File: src/rtl/dmaf_pkg.sv
package dmaf_pkg;
  localparam int DATA_W = 32;
  localparam int ADDR_W = 12;
  localparam int MAX_CH = 8;

  // per-channel word selectors (bus_addr[4:2])
  localparam logic [2:0] CW_SRC  = 3'd0;
  localparam logic [2:0] CW_DST  = 3'd1;
  localparam logic [2:0] CW_NEXT = 3'd2;
  localparam logic [2:0] CW_CTRL = 3'd3;
  localparam logic [2:0] CW_CFG  = 3'd4;

  // global word selectors (bus_addr[4:2])
  localparam logic [2:0] GW_TC_STAT = 3'd0;
  localparam logic [2:0] GW_TC_MASK = 3'd1;
  localparam logic [2:0] GW_TC_CLR  = 3'd2;
  localparam logic [2:0] GW_ER_STAT = 3'd3;
  localparam logic [2:0] GW_ER_MASK = 3'd4;
  localparam logic [2:0] GW_ER_CLR  = 3'd5;
  localparam logic [2:0] GW_CFG     = 3'd6;
  localparam logic [2:0] GW_SYNC    = 3'd7;

  typedef struct packed {
    logic [DATA_W-1:0] src;
    logic [DATA_W-1:0] dst;
    logic [DATA_W-1:0] nxt;
    logic [DATA_W-1:0] ctrl;
    logic [DATA_W-1:0] cfg;
  } chan_bank_t;

  typedef struct packed {
    logic       chan_hit;
    logic       glob_hit;
    logic [2:0] idx;
    logic [2:0] word;
  } dec_t;
endpackage

File: src/rtl/dmaf_decode.sv
module dmaf_decode
  import dmaf_pkg::*;
#(
  parameter int NUM_CH = 8
) (
  input  logic [ADDR_W-1:0] addr,
  output dec_t              dec,
  output logic              bad
);
  logic in_chan_region;
  logic unused_low;

  assign unused_low     = ^addr[1:0];
  assign in_chan_region = (addr[11:8] == 4'h1);

  always_comb begin
    dec.idx      = addr[7:5];
    dec.word     = addr[4:2];
    dec.chan_hit = in_chan_region && (int'(addr[7:5]) < NUM_CH) && (addr[4:2] <= CW_CFG);
    dec.glob_hit = (addr[11:5] == 7'd0);
    bad          = !(dec.chan_hit || dec.glob_hit);
  end
endmodule

File: src/rtl/dmaf_chan_regs.sv
module dmaf_chan_regs
  import dmaf_pkg::*;
#(
  parameter int NUM_CH = 8
) (
  input  logic              clk,
  input  logic              rst_n,
  input  logic              wr_en,
  input  logic [2:0]        idx,
  input  logic [2:0]        word,
  input  logic [DATA_W-1:0] wdata,
  input  logic              enable,
  output logic [DATA_W-1:0] rdata,
  output logic              start_valid,
  output logic [2:0]        start_chan
);
  chan_bank_t bank_all [NUM_CH];

  for (genvar c = 0; c < NUM_CH; c++) begin : g_ch
    chan_bank_t bank_q;
    always_ff @(posedge clk) begin
      if (!rst_n) begin
        bank_q <= '0;
      end else if (wr_en && idx == 3'(c)) begin
        case (word)
          CW_SRC:  bank_q.src  <= wdata;
          CW_DST:  bank_q.dst  <= wdata;
          CW_NEXT: bank_q.nxt  <= wdata;
          CW_CTRL: bank_q.ctrl <= wdata;
          CW_CFG:  bank_q.cfg  <= wdata;
          default: ;
        endcase
      end
    end
    assign bank_all[c] = bank_q;
  end

  always_comb begin
    rdata = '0;
    for (int c = 0; c < NUM_CH; c++) begin
      if (idx == 3'(c)) begin
        case (word)
          CW_SRC:  rdata = bank_all[c].src;
          CW_DST:  rdata = bank_all[c].dst;
          CW_NEXT: rdata = bank_all[c].nxt;
          CW_CTRL: rdata = bank_all[c].ctrl;
          CW_CFG:  rdata = bank_all[c].cfg;
          default: rdata = '0;
        endcase
      end
    end
  end

  always_ff @(posedge clk) begin
    if (!rst_n) begin
      start_valid <= 1'b0;
      start_chan  <= '0;
    end else begin
      start_valid <= wr_en && (word == CW_CFG) && enable;
      start_chan  <= idx;
    end
  end
endmodule

File: src/rtl/dmaf_irq.sv
module dmaf_irq #(
  parameter int NUM_CH = 8
) (
  input  logic              clk,
  input  logic              rst_n,
  input  logic [NUM_CH-1:0] tc_set,
  input  logic [NUM_CH-1:0] err_set,
  input  logic              wr_tc_mask,
  input  logic              wr_tc_clr,
  input  logic              wr_err_mask,
  input  logic              wr_err_clr,
  input  logic [NUM_CH-1:0] wbits,
  output logic [NUM_CH-1:0] tc_stat,
  output logic [NUM_CH-1:0] tc_mask,
  output logic [NUM_CH-1:0] err_stat,
  output logic [NUM_CH-1:0] err_mask,
  output logic              irq_tc,
  output logic              irq_err
);
  logic [NUM_CH-1:0] tc_clr_bits, err_clr_bits;

  assign tc_clr_bits  = wr_tc_clr  ? wbits : '0;
  assign err_clr_bits = wr_err_clr ? wbits : '0;

  always_ff @(posedge clk) begin
    if (!rst_n) begin
      tc_stat  <= '0;
      tc_mask  <= '0;
      err_stat <= '0;
      err_mask <= '0;
    end else begin
      tc_stat  <= (tc_stat  & ~tc_clr_bits)  | tc_set;
      err_stat <= (err_stat & ~err_clr_bits) | err_set;
      if (wr_tc_mask)  tc_mask  <= wbits;
      if (wr_err_mask) err_mask <= wbits;
    end
  end

  assign irq_tc  = |(tc_stat & tc_mask);
  assign irq_err = |(err_stat & err_mask);
endmodule

File: src/rtl/dmaf_regs_top.sv
module dmaf_regs_top
  import dmaf_pkg::*;
#(
  parameter int NUM_CH = 8
) (
  input  logic              clk,
  input  logic              rst_n,
  input  logic              bus_valid,
  input  logic              bus_write,
  input  logic [ADDR_W-1:0] bus_addr,
  input  logic [DATA_W-1:0] bus_wdata,
  input  logic [NUM_CH-1:0] tc_set,
  input  logic [NUM_CH-1:0] err_set,
  output logic              rd_valid,
  output logic [DATA_W-1:0] rd_data,
  output logic              bad_addr,
  output logic              start_valid,
  output logic [2:0]        start_chan,
  output logic [2:0]        glob_cfg,
  output logic              irq_tc,
  output logic              irq_err,
  output logic              irq_any
);
  localparam int PAD_W = DATA_W - NUM_CH;

  dec_t              dec;
  logic              dec_bad;
  logic              wr_acc, wr_glob, wr_chan;
  logic [DATA_W-1:0] chan_rdata, rd_next;
  logic [NUM_CH-1:0] tc_stat, tc_mask, err_stat, err_mask, sync_q;
  logic [2:0]        cfg_q;

  dmaf_decode #(.NUM_CH(NUM_CH)) u_dec (
    .addr (bus_addr),
    .dec  (dec),
    .bad  (dec_bad)
  );

  assign wr_acc  = bus_valid && bus_write;
  assign wr_chan = wr_acc && dec.chan_hit;
  assign wr_glob = wr_acc && dec.glob_hit;

  dmaf_chan_regs #(.NUM_CH(NUM_CH)) u_chan (
    .clk         (clk),
    .rst_n       (rst_n),
    .wr_en       (wr_chan),
    .idx         (dec.idx),
    .word        (dec.word),
    .wdata       (bus_wdata),
    .enable      (cfg_q[0]),
    .rdata       (chan_rdata),
    .start_valid (start_valid),
    .start_chan  (start_chan)
  );

  dmaf_irq #(.NUM_CH(NUM_CH)) u_irq (
    .clk         (clk),
    .rst_n       (rst_n),
    .tc_set      (tc_set),
    .err_set     (err_set),
    .wr_tc_mask  (wr_glob && dec.word == GW_TC_MASK),
    .wr_tc_clr   (wr_glob && dec.word == GW_TC_CLR),
    .wr_err_mask (wr_glob && dec.word == GW_ER_MASK),
    .wr_err_clr  (wr_glob && dec.word == GW_ER_CLR),
    .wbits       (bus_wdata[NUM_CH-1:0]),
    .tc_stat     (tc_stat),
    .tc_mask     (tc_mask),
    .err_stat    (err_stat),
    .err_mask    (err_mask),
    .irq_tc      (irq_tc),
    .irq_err     (irq_err)
  );

  always_ff @(posedge clk) begin
    if (!rst_n) begin
      cfg_q  <= '0;
      sync_q <= '0;
    end else if (wr_glob) begin
      if (dec.word == GW_CFG)  cfg_q  <= bus_wdata[2:0];
      if (dec.word == GW_SYNC) sync_q <= bus_wdata[NUM_CH-1:0];
    end
  end

  always_comb begin
    rd_next = '0;
    if (dec.chan_hit) begin
      rd_next = chan_rdata;
    end else if (dec.glob_hit) begin
      case (dec.word)
        GW_TC_STAT: rd_next = {{PAD_W{1'b0}}, tc_stat};
        GW_TC_MASK: rd_next = {{PAD_W{1'b0}}, tc_mask};
        GW_ER_STAT: rd_next = {{PAD_W{1'b0}}, err_stat};
        GW_ER_MASK: rd_next = {{PAD_W{1'b0}}, err_mask};
        GW_CFG:     rd_next = {{(DATA_W-3){1'b0}}, cfg_q};
        GW_SYNC:    rd_next = {{PAD_W{1'b0}}, sync_q};
        default:    rd_next = '0;
      endcase
    end
  end

  always_ff @(posedge clk) begin
    if (!rst_n) begin
      rd_valid <= 1'b0;
      rd_data  <= '0;
      bad_addr <= 1'b0;
    end else begin
      rd_valid <= bus_valid && !bus_write;
      rd_data  <= (bus_valid && !bus_write) ? rd_next : '0;
      bad_addr <= bus_valid && dec_bad;
    end
  end

  assign glob_cfg = cfg_q;
  assign irq_any  = irq_tc || irq_err;
endmodule

File: config.mk
export PLATFORM = sky130hd
export DESIGN_NAME = dmaf_regs_top
export DESIGN_NICKNAME = d
export VERILOG_FILES = /design/src/rtl/dmaf_pkg.sv /design/src/rtl/dmaf_decode.sv /design/src/rtl/dmaf_chan_regs.sv /design/src/rtl/dmaf_irq.sv /design/src/rtl/dmaf_regs_top.sv
export SDC_FILE = /design/constraint.sdc
export NUM_CORES = 2
export LEC_CHECK = 0
export ABC_AREA = 1
export BUFFER_PORTS_ARGS = -buffer_cell sky130_fd_sc_hd__buf_2
export CAP_MARGIN = 20
export CELL_PAD_IN_SITES_DETAIL_PLACEMENT = 1
export CELL_PAD_IN_SITES_GLOBAL_PLACEMENT = 1
export CORE_MARGIN = 3
export CORE_UTILIZATION = 40
export DETAILED_ROUTE_END_ITERATION = 8
export PLACE_DENSITY = 0.8
export SLEW_MARGIN = 0
export SYNTH_ARGS = -nofsm -noshare
export SYNTH_HDL_FRONTEND = slang
export SYNTH_SLANG_ARGS = --single-unit
export TNS_END_PERCENT = 50
File: constraint.sdc
create_clock -name clk -period 5.2 [get_ports clk]
set_input_delay 1.3 -clock clk [delete_from_list [all_inputs] [get_ports clk]]
set_output_delay 1.3 -clock clk [all_outputs]
set_load 0.05 [all_outputs]
# [Yosys cells after proc, flatten, opt, wreduce, memory -nomap -nowiden]
# Cells that the tools add are included.
[word_totals] register_bits=1361 in_bits=64 out_inout_bits=44 word_cells=168
[op_classes] n_lt_le_gt_ge=1 eq_ne=15 mux=21 bitwise=8 n_reduce_logical=72
[op_table] cell="$pmux W32 S5" count=8
[op_table] cell="$mux W32" count=9
[op_table] cell="$reduce_and A2 Y1" count=43
[op_table] cell="$pmux W8 S6" count=1
[op_table] cell="$and A8 B8 Y8" count=4
[op_table] cell="$eq A3 B3 Y1 const B" count=8
[op_table] cell="$mux W8" count=3
[op_table] cell="$logic_and A1 B1 Y1" count=20
[op_table] cell="$not A8 Y8" count=2
[op_table] cell="$or A8 B8 Y8" count=2
[op_table] cell="$reduce_or A8 Y1" count=2
[op_table] cell="$eq A3 B2 Y1 const B" count=4
[op_table] cell="$logic_not A7 Y1" count=1
[op_table] cell="$eq A3 B1 Y1 const B" count=2
[op_table] cell="$logic_not A3 Y1" count=2
[op_table] cell="$eq A4 B1 Y1 const B" count=1
[op_table] cell="$le A3 B3 Y1 const B" count=1
[op_table] cell="$logic_not A1 Y1" count=2
[op_table] cell="$logic_or A1 B1 Y1" count=2

# [Logic depth before layout (Yosys ltp)]
[depth] ltp_word=11 depth_mapped=17 depth_no_buf=15

# [Modules after synthesis]
# Synthesis repeated with hierarchy kept, for this count alone.
[hier_totals] cells_unflattened=8713 hier_area_um2=58483.6
[modules_own_cells] mod="dmaf_chan_regs" n_inst=1 cells_per_inst=8246 area_per_inst_um2=55167.9 seq_area_each_um2=25704.7
[modules_own_cells] mod="dmaf_regs_top" n_inst=1 cells_per_inst=265 area_per_inst_um2=1913.1 seq_area_each_um2=900.9
[modules_own_cells] mod="dmaf_irq" n_inst=1 cells_per_inst=181 area_per_inst_um2=1291.2 seq_area_each_um2=640.6
[modules_own_cells] mod="dmaf_decode" n_inst=1 cells_per_inst=21 area_per_inst_um2=111.4 seq_area_each_um2=0.0

# [Least setup slack after synthesis]
# No wires, ideal clock.
[synth_path] kind="input-to-reg" start="input port bus_addr[2]" end="register u_chan.g_ch[3].bank_q (netlist bit u_chan.bank_all[753])" setup_time_ns=0.128 arrival_ns=3.104 required_ns=5.072 setup_slack_ns=1.968 stages=12 n_path_buf=2 cell_sequence="buf_2 > nor2_4 > nor2_1 > nor3_4 > nand3_2 > inv_2 > nand2_1 > nor2_2 > inv_2 > clkbuf_1 > o21ai_0 > a21oi_1"
[synth_between] elab_chain_cells=5 word_cells_on_any_way=6 classes_between="order compare: 1; eq/ne: 1; reduce/logical: 4"
[synth_lines] item="start: declaration" line_no="dmaf_regs_top.sv:10" source="input logic [ADDR_W-1:0] bus_addr,"
[synth_lines] item="$le A3 B3 Y1" line_no="dmaf_decode.sv:19" source="dec.chan_hit = in_chan_region && (int'(addr[7:5]) < NUM_CH) && (addr[4:2] <= CW_CFG);"
[synth_lines] item="$logic_and A1 B1 Y1" line_no="dmaf_decode.sv:19"
[synth_lines] item="$logic_and A1 B1 Y1" line_no="dmaf_regs_top.sv:40" source="assign wr_chan = wr_acc && dec.chan_hit;"
[synth_lines] item="$logic_and A1 B1 Y1" line_no="dmaf_chan_regs.sv:24" source="end else if (wr_en && idx == 3'(c)) begin"
[synth_lines] item="$reduce_and A2 Y1 (no line) *"
[synth_lines] item="end: declaration" line_no="dmaf_chan_regs.sv:20" source="chan_bank_t bank_q;"
# Mark *: on every way between the ends. The rest lies on a longest branch, timed or not.
# A chain may end at the register's enable or synchronous reset.

# [Final worst setup path]
[layout_path] start="input port bus_addr[2]" end="register u_chan.g_ch[3].bank_q (netlist bit u_chan.bank_all[671])"
# The elaborated chain is that of the path after synthesis.

==> qor.txt <==
Synth warnings - 0
Fillers - 17900
largest family of logic cells by synthesized area - compound AO/OA/AOI/OAI gates
clock sink count - 1361
setup TNS - 0 ns
clk root buf - clkbuf_16
Tot GR Track Use - 0.293
via/cell ratio - 5.86
Final Critical Period - 4.17 ns
cell taking the most area after synthesis - dfxtp_1
Cell Rows - 138
#FFs+latches synth - 1361
Simple-Gate Fraction of Synth Area - 0.205
worst r2r dst - rd_data[30]
layout cell share with drive strength beyond 1 - 0.0756
Worst Setup End Kind - flop
final count of negative-setup-slack endpoints - 0
core area - 142000 um2
Slew HR - 0.0601
R2R depth - 8
Synth Area in Compound Gates - 0.224
Hold Fails Final Rpt - 0
initial antenna violation count - 10
EDFF count, synth - 0
Hold-fix buffers, CTS - 0
drt first pass iters - 6
vias in the first global route - 57700
Via Count - 57500
largest net degree at the start of global routing - 246
worst-path maximum fanout - 48
maximum VDD drop - 0.333 mV
FF-to-FF Start - u_chan.bank_all[958]
first-pass GRT wire length - 342000 um
Synth Net Count - 8183
HP Start - u_chan.bank_all[1136]
Fmax - 0.240 GHz
commonest cells in the netlist - nand2_1 (1489), dfxtp_1 (1361), a21oi_1 (1288), o21ai_0 (936), nand3_1 (746)
Die Span Y - 386 um
clk_lat worst skew - 0.80 ns
critical path start-end classification - in2reg
most common flop cell mapped by yosys - dfxtp_1
cell total after placement - 9540
CP startpoint - bus_addr[2]
drt total wl - 224000 um
final std cells w/o fill - 9815
Die ar. - 149000 um2
Detailed Place HPWL - 134000 um
Pwr Density - 341 nW/um2
CP arrival - 4.81 ns
Num CTS Buffers - 148
syn avg cell area - 7.10 um2
Area Overhead vs Synth - 11.9%
Routability Congestion - 0.849
post-synthesis cell type count - 32
die width - 386 um
Worst Tran Pin Value - 1.41 ns
part of the Yosys area used for sequential elements - 0.473
Routed Antenna Nets - 0
mux cell area share after synthesis - 0
Worst Path Required - 5.84 ns
status - completed
I/O pins - 108
postcts setup bufs - 0
Hold Path Sink - u_chan.bank_all[1136]
Synth top area share - 0.473
Max-Cap Viols - 0
Static Leak - 21.9 nW
fin crit share - 0.802
largest cells by area after synthesis - dfxtp_1 (47%), a21oi_1 (11%), nand2_1 (9.7%)
Max clock buf depth - 3
nets@finish - 7866
CP startpoint kind - primary input
Slew Limit Fails - 0
asr flop ratio synth - 0
Synth Area in XOR/XNOR - 0
routed len/inst - 22.8 um
CTS tree - built
total gr overflow - 0
clock-pin slew on the worst setup and hold paths - 0.06 ns
PortBufs - 105
Syn Inst Count - 8119
most frequent cell after synthesis - nand2_1
Synth Area in Adders - 0
internal reg-to-reg setup slack - 2.84 ns
Post-Syn Area - 57600 um2
unrepaired setup endpoints after global routing - no
post-cts sizing count - 0
Clock Skews - 0.0230 ns
Residual DRC - 0
Initial Util - 0.405
Hold Path Stages - 2
class of the worst hold path - reg2reg
DRT iter0 DRCs - 4973
H-tree depth - 4
cells in the final DEF, fill, tap and decap left out, types with 144 or more instances in the layout:
cell type,count
a21oi_1,1288
buf_4,163
clkbuf_16,150
dfxtp_1,1361
inv_1,676
nand2_1,1472
nand3_1,743
nor2_1,419
o21ai_0,936
o22ai_1,144
stage by stage:
stage	util	hold slack (ns)	area, um2	setup WS (ns)	total power, mW
floorplan	-	0.424	57600	1.97	11.2
global placement	0.420	0.433	59700	0.549	11.7
detailed placement	0.420	0.437	59700	0.392	11.7
CTS	0.453	0.445	64400	1.17	22.1
global route	0.453	0.465	64500	0.862	22.6
finish	0.453	0.444	64500	1.03	22.0
cell type report:
| class | instances | area, um2 | area share |
|---|---|---|---|
| clock inverter | 47 | 412 | 0.00638 |
| clock buffer | 222 | 4330 | 0.0672 |
| antenna | 4 | 10.0 | 0.000155 |
| timing repair buffer | 308 | 2570 | 0.0399 |
| multi-input combinational | 5293 | 25000 | 0.387 |
| inverter | 690 | 2610 | 0.0405 |
| sequential | 1361 | 27200 | 0.422 |
| tap | 1890 | 2360 | 0.0367 |
registers in the layout, summed over array words and instances, names as in the netlist:
register / flops
bad_addr: 1
glob_cfg: 3
rd_data: 32
rd_valid: 1
sync_q: 8
u_chan.bank_all: 1280
u_chan.start_chan: 3
u_chan.start_valid: 1
u_irq.err_mask: 8
u_irq.err_stat: 8
u_irq.tc_mask: 8
u_irq.tc_stat: 8
worst max-delay path, stage by stage:
cell and delay, ns:
buf_2 0.19, nor2_4 0.14, buf_4 0.55, nand2_4 0.43, buf_12 0.37, buf_4 0.20
nor2_2 0.52, inv_2 0.55, o21ai_0 0.38, a21oi_1 0.07
layer usage:
layer | track usage | routed length (um) | share of wire
met1 | 0.387 | 95900 | 0.43
met2 | 0.476 | 103000 | 0.46
met3 | 0.0422 | 15500 | 0.069
met4 | 0.129 | 9430 | 0.042
met5 | 0 | 31 | 0.00014
power breakdown:
group / internal [mW] / switching (mW)
logic: 0.176 / 0.857
registers: 10.4 / 0.00754
clock network: 5.98 / 4.52
total: 16.6 / 5.38
how the worst max path moves through the flow:
stage	slack (ns)	end
2_1_floorplan	1.97	u_chan.bank_all[753]
3_3_place_gp	0.55	u_chan.bank_all[158]
3_5_place_dp	0.39	u_chan.bank_all[650]
4_1_cts	1.17	u_chan.bank_all[138]
5_1_grt	0.86	u_chan.bank_all[158]
6_report	1.03	u_chan.bank_all[671]
logic make-up after synthesis:
kind of cell | after synthesis
flip-flops | 1361
buffers and inverters | 1465
AND/OR/NAND/NOR | 2805
AO/OA/AOI/OAI | 2488
Note: power is estimated with default switching activity, not from simulation.
